## config.mk

```make
export PLATFORM = sky130hd
export DESIGN_NAME = mailbox_pipe
export DESIGN_NICKNAME = d
export VERILOG_FILES = /design/src/rtl/mbx_pkg.sv /design/src/rtl/mbx_decode.sv /design/src/rtl/mbx_h2d_chan.sv /design/src/rtl/mbx_d2h_chan.sv /design/src/rtl/mailbox_pipe.sv
export SDC_FILE = /design/constraint.sdc
export NUM_CORES = 1
export LEC_CHECK = 0
export ABC_AREA = 1
export CAP_MARGIN = 20
export CORE_ASPECT_RATIO = 1.2
export CORE_MARGIN = 1
export CORE_UTILIZATION = 41
export DETAILED_ROUTE_END_ITERATION = 10
export PLACE_DENSITY_LB_ADDON = 0.2
export REMOVE_ABC_BUFFERS = 1
export SYNTH_ARGS = -nofsm -noshare
export SYNTH_HDL_FRONTEND = slang
export SYNTH_SLANG_ARGS = --single-unit
export TNS_END_PERCENT = 100
```

## constraint.sdc

```tcl
create_clock -name clk -period 1.3 [get_ports clk]
set_clock_uncertainty 0.2 [all_clocks]
set_input_delay 0.13 -clock clk [delete_from_list [all_inputs] [get_ports clk]]
set_output_delay 0.13 -clock clk [all_outputs]
set_load 0.01 [all_outputs]
```

## src/rtl/mbx_pkg.sv

```systemverilog
package mbx_pkg;
  localparam int REG_LSB = 2;
  localparam int BLK_LSB = 4;

  typedef enum logic [1:0] {
    SEL_DATA  = 2'd0,
    SEL_VALID = 2'd1,
    SEL_READY = 2'd2,
    SEL_STAT  = 2'd3
  } reg_sel_e;
endpackage

```

## src/rtl/mbx_decode.sv

```systemverilog
module mbx_decode
  import mbx_pkg::*;
#(
  parameter int ADDR_W = 8,
  parameter int BASE   = 0
) (
  input  logic [ADDR_W-1:0] addr,
  output logic              hit,
  output reg_sel_e          sel
);
  localparam logic [ADDR_W-1:0] BASE_V = ADDR_W'(BASE);

  assign hit = (addr[ADDR_W-1:BLK_LSB] == BASE_V[ADDR_W-1:BLK_LSB]) &&
               (addr[REG_LSB-1:0] == '0);
  assign sel = reg_sel_e'(addr[BLK_LSB-1:REG_LSB]);
endmodule

```

## src/rtl/mbx_h2d_chan.sv

```systemverilog
module mbx_h2d_chan #(
  parameter int DATA_W    = 32,
  parameter int USE_READY = 1
) (
  input  logic              clk,
  input  logic              rst,
  input  logic              wr_data,
  input  logic              set_valid,
  input  logic              clr_stat,
  input  logic [DATA_W-1:0] wdata,
  input  logic              k_ready,
  output logic              k_valid,
  output logic [DATA_W-1:0] k_data,
  output logic              ready_q,
  output logic              err_q
);
  logic              valid_q;
  logic [DATA_W-1:0] data_q;

  always_ff @(posedge clk) begin
    if (rst) begin
      valid_q <= 1'b0;
      data_q  <= '0;
      ready_q <= 1'b0;
      err_q   <= 1'b0;
    end else begin
      ready_q <= (USE_READY != 0) && k_ready;
      if (clr_stat) err_q <= 1'b0;
      if (wr_data) begin
        if (valid_q) err_q  <= 1'b1;
        else         data_q <= wdata;
      end
      if (set_valid)               valid_q <= 1'b1;
      else if (valid_q && k_ready) valid_q <= 1'b0;
    end
  end

  assign k_valid = valid_q;
  assign k_data  = data_q;
endmodule

```

## src/rtl/mbx_d2h_chan.sv

```systemverilog
module mbx_d2h_chan #(
  parameter int DATA_W    = 32,
  parameter int USE_READY = 1
) (
  input  logic              clk,
  input  logic              rst,
  input  logic              ack_write,
  input  logic              ack_read,
  input  logic              clr_stat,
  input  logic              k_valid,
  input  logic [DATA_W-1:0] k_data,
  output logic              k_ready,
  output logic [DATA_W-1:0] data_q,
  output logic              valid_q,
  output logic              ready_q,
  output logic              lost_q
);
  logic consume;

  assign consume = (USE_READY != 0) ? ack_write : ack_read;

  always_ff @(posedge clk) begin
    if (rst) begin
      data_q  <= '0;
      valid_q <= 1'b0;
      ready_q <= 1'b0;
      lost_q  <= 1'b0;
    end else begin
      if (clr_stat) lost_q <= 1'b0;
      if (k_valid) begin
        data_q  <= k_data;
        valid_q <= 1'b1;
        ready_q <= 1'b0;
        if (valid_q && !consume) lost_q <= 1'b1;
      end else begin
        if (consume) valid_q <= 1'b0;
        if ((USE_READY != 0) && ack_write) ready_q <= 1'b1;
      end
    end
  end

  assign k_ready = (USE_READY != 0) ? !valid_q : 1'b1;
endmodule

```

## src/rtl/mailbox_pipe.sv

```systemverilog
module mailbox_pipe
  import mbx_pkg::*;
#(
  parameter int DATA_W    = 32,
  parameter int ADDR_W    = 8,
  parameter int USE_READY = 1,
  parameter int H2D_BASE  = 'h00,
  parameter int D2H_BASE  = 'h10
) (
  input  logic              clk,
  input  logic              rst,
  input  logic [ADDR_W-1:0] bus_addr,
  input  logic              bus_write,
  input  logic [DATA_W-1:0] bus_wdata,
  input  logic              bus_read,
  output logic [DATA_W-1:0] bus_rdata,
  output logic              h2d_valid_o,
  output logic [DATA_W-1:0] h2d_data_o,
  input  logic              h2d_ready_i,
  input  logic              d2h_valid_i,
  input  logic [DATA_W-1:0] d2h_data_i,
  output logic              d2h_ready_o
);
  localparam int PAD_W = DATA_W - 1;

  logic     h_hit, d_hit;
  reg_sel_e h_sel, d_sel;

  mbx_decode #(.ADDR_W(ADDR_W), .BASE(H2D_BASE)) u_dec_h2d (
    .addr(bus_addr), .hit(h_hit), .sel(h_sel));
  mbx_decode #(.ADDR_W(ADDR_W), .BASE(D2H_BASE)) u_dec_d2h (
    .addr(bus_addr), .hit(d_hit), .sel(d_sel));

  logic h_wr_data, h_set_valid, h_clr;
  logic d_ack_wr, d_ack_rd, d_clr;

  assign h_wr_data   = bus_write && h_hit && (h_sel == SEL_DATA);
  assign h_set_valid = bus_write && h_hit && (h_sel == SEL_VALID) && bus_wdata[0];
  assign h_clr       = bus_write && h_hit && (h_sel == SEL_STAT) && bus_wdata[0];
  assign d_ack_wr    = bus_write && d_hit && (d_sel == SEL_READY) && bus_wdata[0];
  assign d_ack_rd    = bus_read  && d_hit && (d_sel == SEL_DATA);
  assign d_clr       = bus_write && d_hit && (d_sel == SEL_STAT) && bus_wdata[0];

  logic h_ready_q, h_err_q;

  mbx_h2d_chan #(.DATA_W(DATA_W), .USE_READY(USE_READY)) u_h2d (
    .clk(clk), .rst(rst),
    .wr_data(h_wr_data), .set_valid(h_set_valid), .clr_stat(h_clr),
    .wdata(bus_wdata), .k_ready(h2d_ready_i),
    .k_valid(h2d_valid_o), .k_data(h2d_data_o),
    .ready_q(h_ready_q), .err_q(h_err_q));

  logic [DATA_W-1:0] d_data_q;
  logic              d_valid_q, d_ready_q, d_lost_q;

  mbx_d2h_chan #(.DATA_W(DATA_W), .USE_READY(USE_READY)) u_d2h (
    .clk(clk), .rst(rst),
    .ack_write(d_ack_wr), .ack_read(d_ack_rd), .clr_stat(d_clr),
    .k_valid(d2h_valid_i), .k_data(d2h_data_i), .k_ready(d2h_ready_o),
    .data_q(d_data_q), .valid_q(d_valid_q), .ready_q(d_ready_q),
    .lost_q(d_lost_q));

  function automatic logic [DATA_W-1:0] flag(input logic b);
    return {{PAD_W{1'b0}}, b};
  endfunction

  always_ff @(posedge clk) begin
    if (rst || !bus_read) begin
      bus_rdata <= '0;
    end else if (h_hit) begin
      case (h_sel)
        SEL_DATA:  bus_rdata <= h2d_data_o;
        SEL_VALID: bus_rdata <= flag(h2d_valid_o);
        SEL_READY: bus_rdata <= flag(h_ready_q);
        default:   bus_rdata <= flag(h_err_q);
      endcase
    end else if (d_hit) begin
      case (d_sel)
        SEL_DATA:  bus_rdata <= d_data_q;
        SEL_VALID: bus_rdata <= flag(d_valid_q);
        SEL_READY: bus_rdata <= flag(d_ready_q);
        default:   bus_rdata <= flag(d_lost_q);
      endcase
    end else begin
      bus_rdata <= '0;
    end
  end
endmodule

```

# [Word-level counts from Yosys, hierarchy flattened]
# Index checks and enable logic that the tools add are counted.
# W data, S select, Z words.
[word_totals] reg_bits=102 ram_bits=0 rom_bits=0 n_memories=0 in_bits=78 out_inout_bits=66 latch_bits=0
[op_classes] eq_ne=4 muxes=14 n_lt_le_gt_ge=0 bitwise_logic=1 mul=0 shifts=0 div=0 addsub=0 n_reduce_logical=26
[ops] cell="$pmux W32 S3" count=2
[ops] cell="$mux W32" count=2
[ops] cell="$logic_and A1 B1 Y1" count=15
[ops] cell="$mux W1" count=10
[ops] cell="$eq A2 B2 Y1 const B" count=2
[ops] cell="$eq A4 B1 Y1 const B" count=1
[ops] cell="$logic_not A2 Y1" count=2
[ops] cell="$logic_not A4 Y1" count=1
[ops] cell="$reduce_bool A2 Y1" count=2
[ops] cell="$logic_not A1 Y1" count=3
[ops] cell="$eq A2 B1 Y1 const B" count=1
[ops] cell="$reduce_and A2 Y1" count=1
[ops] cell="$reduce_or A2 Y1" count=1
[ops] cell="$logic_or A1 B1 Y1" count=1
[ops] cell="$not A1 Y1" count=1

# [Depth between registers and ports, before layout]
[depth] depth_word=9 ltp_mapped=8 depth_no_buf=7

# [Cells and area by module]
# Synthesis repeated with hierarchy kept, for this count alone.
[hier_totals] hier_cells=569 hier_area_um2=4372.9
[by_module_without_submodules] mod="mailbox_pipe" instances=1 cells_each=181 area_per_inst_um2=1487.7
[by_module_without_submodules] mod="mbx_h2d_chan" instances=1 cells_each=220 area_per_inst_um2=1467.7
[by_module_without_submodules] mod="mbx_d2h_chan" instances=1 cells_each=153 area_per_inst_um2=1341.3
[by_module_without_submodules] mod="mbx_decode (u_dec_d2h)" instances=1 cells_each=8 area_per_inst_um2=40.0
[by_module_without_submodules] mod="mbx_decode (u_dec_h2d)" instances=1 cells_each=7 area_per_inst_um2=36.3

# [Worst setup path before layout]
# No wires, ideal clock.
[synth_timing] path_type="register to register" start="register u_h2d.valid_q, in the netlist u_h2d.k_valid" end="register u_h2d.data_q[10], in the netlist u_h2d.k_data[10]" path_stages_with_launch=6 period_less_slack_ns=1.297 slack_ns=0.003 setup_time_ns=0.110 arrival_ns=0.987 path_cell_list="dfxtp_1 -> inv_1 -> clkbuf_1 -> nand4_1 -> nand2_1 -> nor2_1"
[synth_between] elab_chain_cells=2
[synth_lines] item="start: declaration" line_no="mbx_h2d_chan.sv:17" rtl="logic valid_q;"
[synth_lines] item="start signal: assignment" line_no="mbx_h2d_chan.sv:22" rtl="valid_q <= 1'b0;"
[synth_lines] item="start signal: assignment" line_no="mbx_h2d_chan.sv:33" rtl="if (set_valid) valid_q <= 1'b1;"
[synth_lines] item="start signal: assignment" line_no="mbx_h2d_chan.sv:34" rtl="else if (valid_q && k_ready) valid_q <= 1'b0;"
[synth_lines] item="$not A1 Y1 (no source line)"
[synth_lines] item="$reduce_and A2 Y1 (no source line)"
[synth_lines] item="end signal: assignment" line_no="mbx_h2d_chan.sv:31" rtl="else data_q <= wdata;"
[synth_lines] item="end: declaration" line_no="mbx_h2d_chan.sv:18" rtl="logic [DATA_W-1:0] data_q;"
# Every way passes these cells.
# A chain may end at the register's enable or synchronous reset.

# [Worst setup path in the final report]
[layout_timing] start="register u_h2d.data_q[1], in the netlist u_h2d.k_data[1]" end="output port h2d_data_o[1]"
[layout_rtl] item="end: declaration" line_no="mailbox_pipe.sv:18" rtl="output logic [DATA_W-1:0] h2d_data_o,"
# No word-level cell between the ends.

==> out/metrics.csv <==
stage,metric,value,unit
finish,Final #Nets,861,
sta,final hold vios,0,
finish,area grow syn2layout,55.0,%
sta,period utilisation layout,0.987,
route,Post-DRT Antenna Nets,0,
sta,minimum clock period,1.28,ns
finish,share of cells above drive strength 1,0.160,
sta,RSZ-0062 raised after global routing,false,
placed_design,pre-CTS setup slack,-0.498,ns
route,first-pass detailed-route iteration total,4,
hold_path,worst hold path type,in2reg,
route,DRT Wirelength,12.5,mm
finish,"most common cell after layout, fill and taps aside",nand2_1,
finish,antenna cell count,0,
floorplanning,Die W,94.2,um
sta,Max Slew Vio Count,0,
sta,Slew @ Worst Pin,0.266,ns
route,wire per inst,13.7,um
global_routing,All-Layer GR Usage,0.237,
sta,Slew HR,0.823,
setup_path,Worst Path Max Fanout,2,
status,status,"finished, final reports clean",
cts,Clock Latency Late Sink,0.34,ns
finish,most frequent cells in the layout,"129 x nand2_1, 103 x inv_1, 100 x nor2_1, 96 x dfxtp_1, 68 x clkdlybuf4s50_1",
route,Starting DRT DRC Count,194,
sta,Fin Hold WS,0.0887,ns
finish,storage element area,0.00205,mm^2
power_and_ir_drop,Power Density,1010,mW/mm^2
cts,CTS tree,built,
global_routing,initial antenna violation count,0,
sta,setup TNS,0,ns
floorplanning,core area,0.00996,mm^2
finish,area of the multi-input gates,0.00165,mm^2
setup_path,Worst setup EP type,output port,
floorplanning,Die H,113,um
logic_synthesis,Synth Register Bits,102,
flow_run,Max-Cap Viols,0,
setup_path,Crit Path Class,reg2out,
sta,worst setup margin,0.0163,ns
global_routing,vias in the first global route,4153,
logic_synthesis,syn avg cell area,6.88,um^2
cts,Max clock buf depth,2,
logic_synthesis,"Distinct cells, synth",17,
power_and_ir_drop,Max VDD drop,0.000544,V
cts,Sink Count,102,
route,vias per cell,4.73,
setup_path,cell breakdown of the critical path,clkdlybuf4s15_1,
placed_design,Placer Congestion,0.865,
floorplanning,Cell Rows,40,
cts,TritonCTS buffer count,9,
setup_path,max incr delay on CP,0.34,ns
setup_path,CP required,0.97,ns
setup_path,Arrival @ worst endpoint,0.95,ns
sta,setup violators final,0,
setup_path,R2R Setup Slk,0.06,ns
finish,fillers,872,
sta,FMAX,0.779,GHz
power_and_ir_drop,Leak,3.02,nW
cts,"Reg clk slew, reported paths",0.07,ns
finish,final design utilization,0.651,
route,DR vias,4320,
global_routing,largest net degree at the start of global routing,41,
setup_path,crit start category,flip-flop,
floorplanning,Initial Util,0.420,
logic_synthesis,Synth Cell Area,0.00418,mm^2
placed_design,Port Buf Inserts,143,
setup_path,"delay-heaviest family, CP",flip-flops,
cts,# H-tree levels,3,
logic_synthesis,Syn Inst Count,608,
placed_design,area of placed instances,0.00605,mm^2
global_routing,global-route wire length before repair,19.6,mm
placed_design,Post-DP HPWL,8.31,mm
setup_path,worst path bufs/invs,1,
finish,final non-filler cell area,0.00648,mm^2
placed_design,post-placement cell count,884,
setup_path,slowest CP cell,dfxtp_1,
cts,Root Driver,clkbuf_16,
floorplanning,IO Pins,144,
power_and_ir_drop,Total Power,6.55,mW
route,# DRC,0,
logic_synthesis,sequential area share after synthesis,0.488,
finish,Non-Filler Instances,913,
floorplanning,Die ar.,0.0106,mm^2
global_routing,total grt overflow,0,
logic_synthesis,YS warnings,0,
per-layer routing:
layer | wire length (um) | track usage | vias to the layer above | part of all wire
met2 | 6350 | 0.414 | 142 | 0.51
met1 | 5320 | 0.287 | 1968 | 0.42
met3 | 639 | 0.0400 | 18 | 0.051
met4 | 233 | 0.0872 | 0 | 0.019
li1 | - | - | 2192 | -
met5 | 0 | 0 | - | 0
worst reg2reg max path, stage by stage, from the launching register on:
cell and delay (ns):
dfxtp_2 0.35, inv_4 0.08, nand3_4 0.15, buf_12 0.19
nand2_1 0.07, inv_1 0.04, nor2_1 0.10
layout make-up:
type | instances | share of cell area
Clock inverter | 3 | 0.00675
Sequential cell | 102 | 0.316
Multi-Input combinational cell | 363 | 0.254
Timing Repair Buffer | 200 | 0.297
Clock buffer | 12 | 0.0396
Tap cell | 126 | 0.0243
Inverter | 107 | 0.0623
cell usage after synthesis:
library cell,number,area [um^2]
dfxtp_1,102,2040
a21oi_1,37,185
buf_1,4,15.0
nand3_2,2,20.0
clkbuf_1,18,67.6
inv_1,106,398
nor2_1,101,379
nand4_1,34,213
nor2_4,2,22.5
o211ai_1,1,7.51
nand3_1,8,40.0
nor2_2,3,18.8
clkinv_1,1,3.75
o21ai_0,33,165
buf_2,14,70.1
nand2_1,141,529
nor2b_1,1,6.26
report_power, final:
| part | internal, mW | leakage [nW] | switching [mW] | total (mW) |
|---|---|---|---|---|
| registers | 3.20 | 0.833 | 0.0350 | 3.24 |
| clock network | 1.59 | 0.149 | 1.13 | 2.72 |
| logic | 0.327 | 2.04 | 0.271 | 0.598 |
logic make-up (layout without fill, tap and decap cells):
family | after synthesis | in the layout | share of synthesized area
DFF | 102 | 102 | 0.488
buffers and inverters | 143 | 322 | 0.133
AOI/OAI and AO/OA | 71 | 71 | 0.0856
and+or+nand+nor | 292 | 292 | 0.294
path summary, 6_finish.rpt:
path                         start               to  cells after the start
setup / recovery   u_h2d.k_data[1]    h2d_data_o[1]                      1
hold / removal           bus_write     u_d2h.lost_q                      5
setup reg to reg     u_h2d.k_valid  u_h2d.k_data[4]                      6
hold reg to reg   u_d2h.data_q[30]    bus_rdata[30]                      2
registers in the layout, indices dropped and copies added (netlist names):
signal,cells
u_h2d.k_valid,1
u_d2h.ready_q,1
u_h2d.err_q,1
u_h2d.k_data,32
u_d2h.lost_q,1
u_d2h.valid_q,1
u_d2h.data_q,32
bus_rdata,32
u_h2d.ready_q,1
timing repair:
item / 4_1_cts / 5_1_grt
pin swaps: 7 / 28
setup endpoints to repair: 126 / 90
setup buffers: 7 / 4
hold buffers: 0 / 0
cloned: 1 / 4
gates resized for setup: 111 / 68
(Power assumes the default switching activity.)
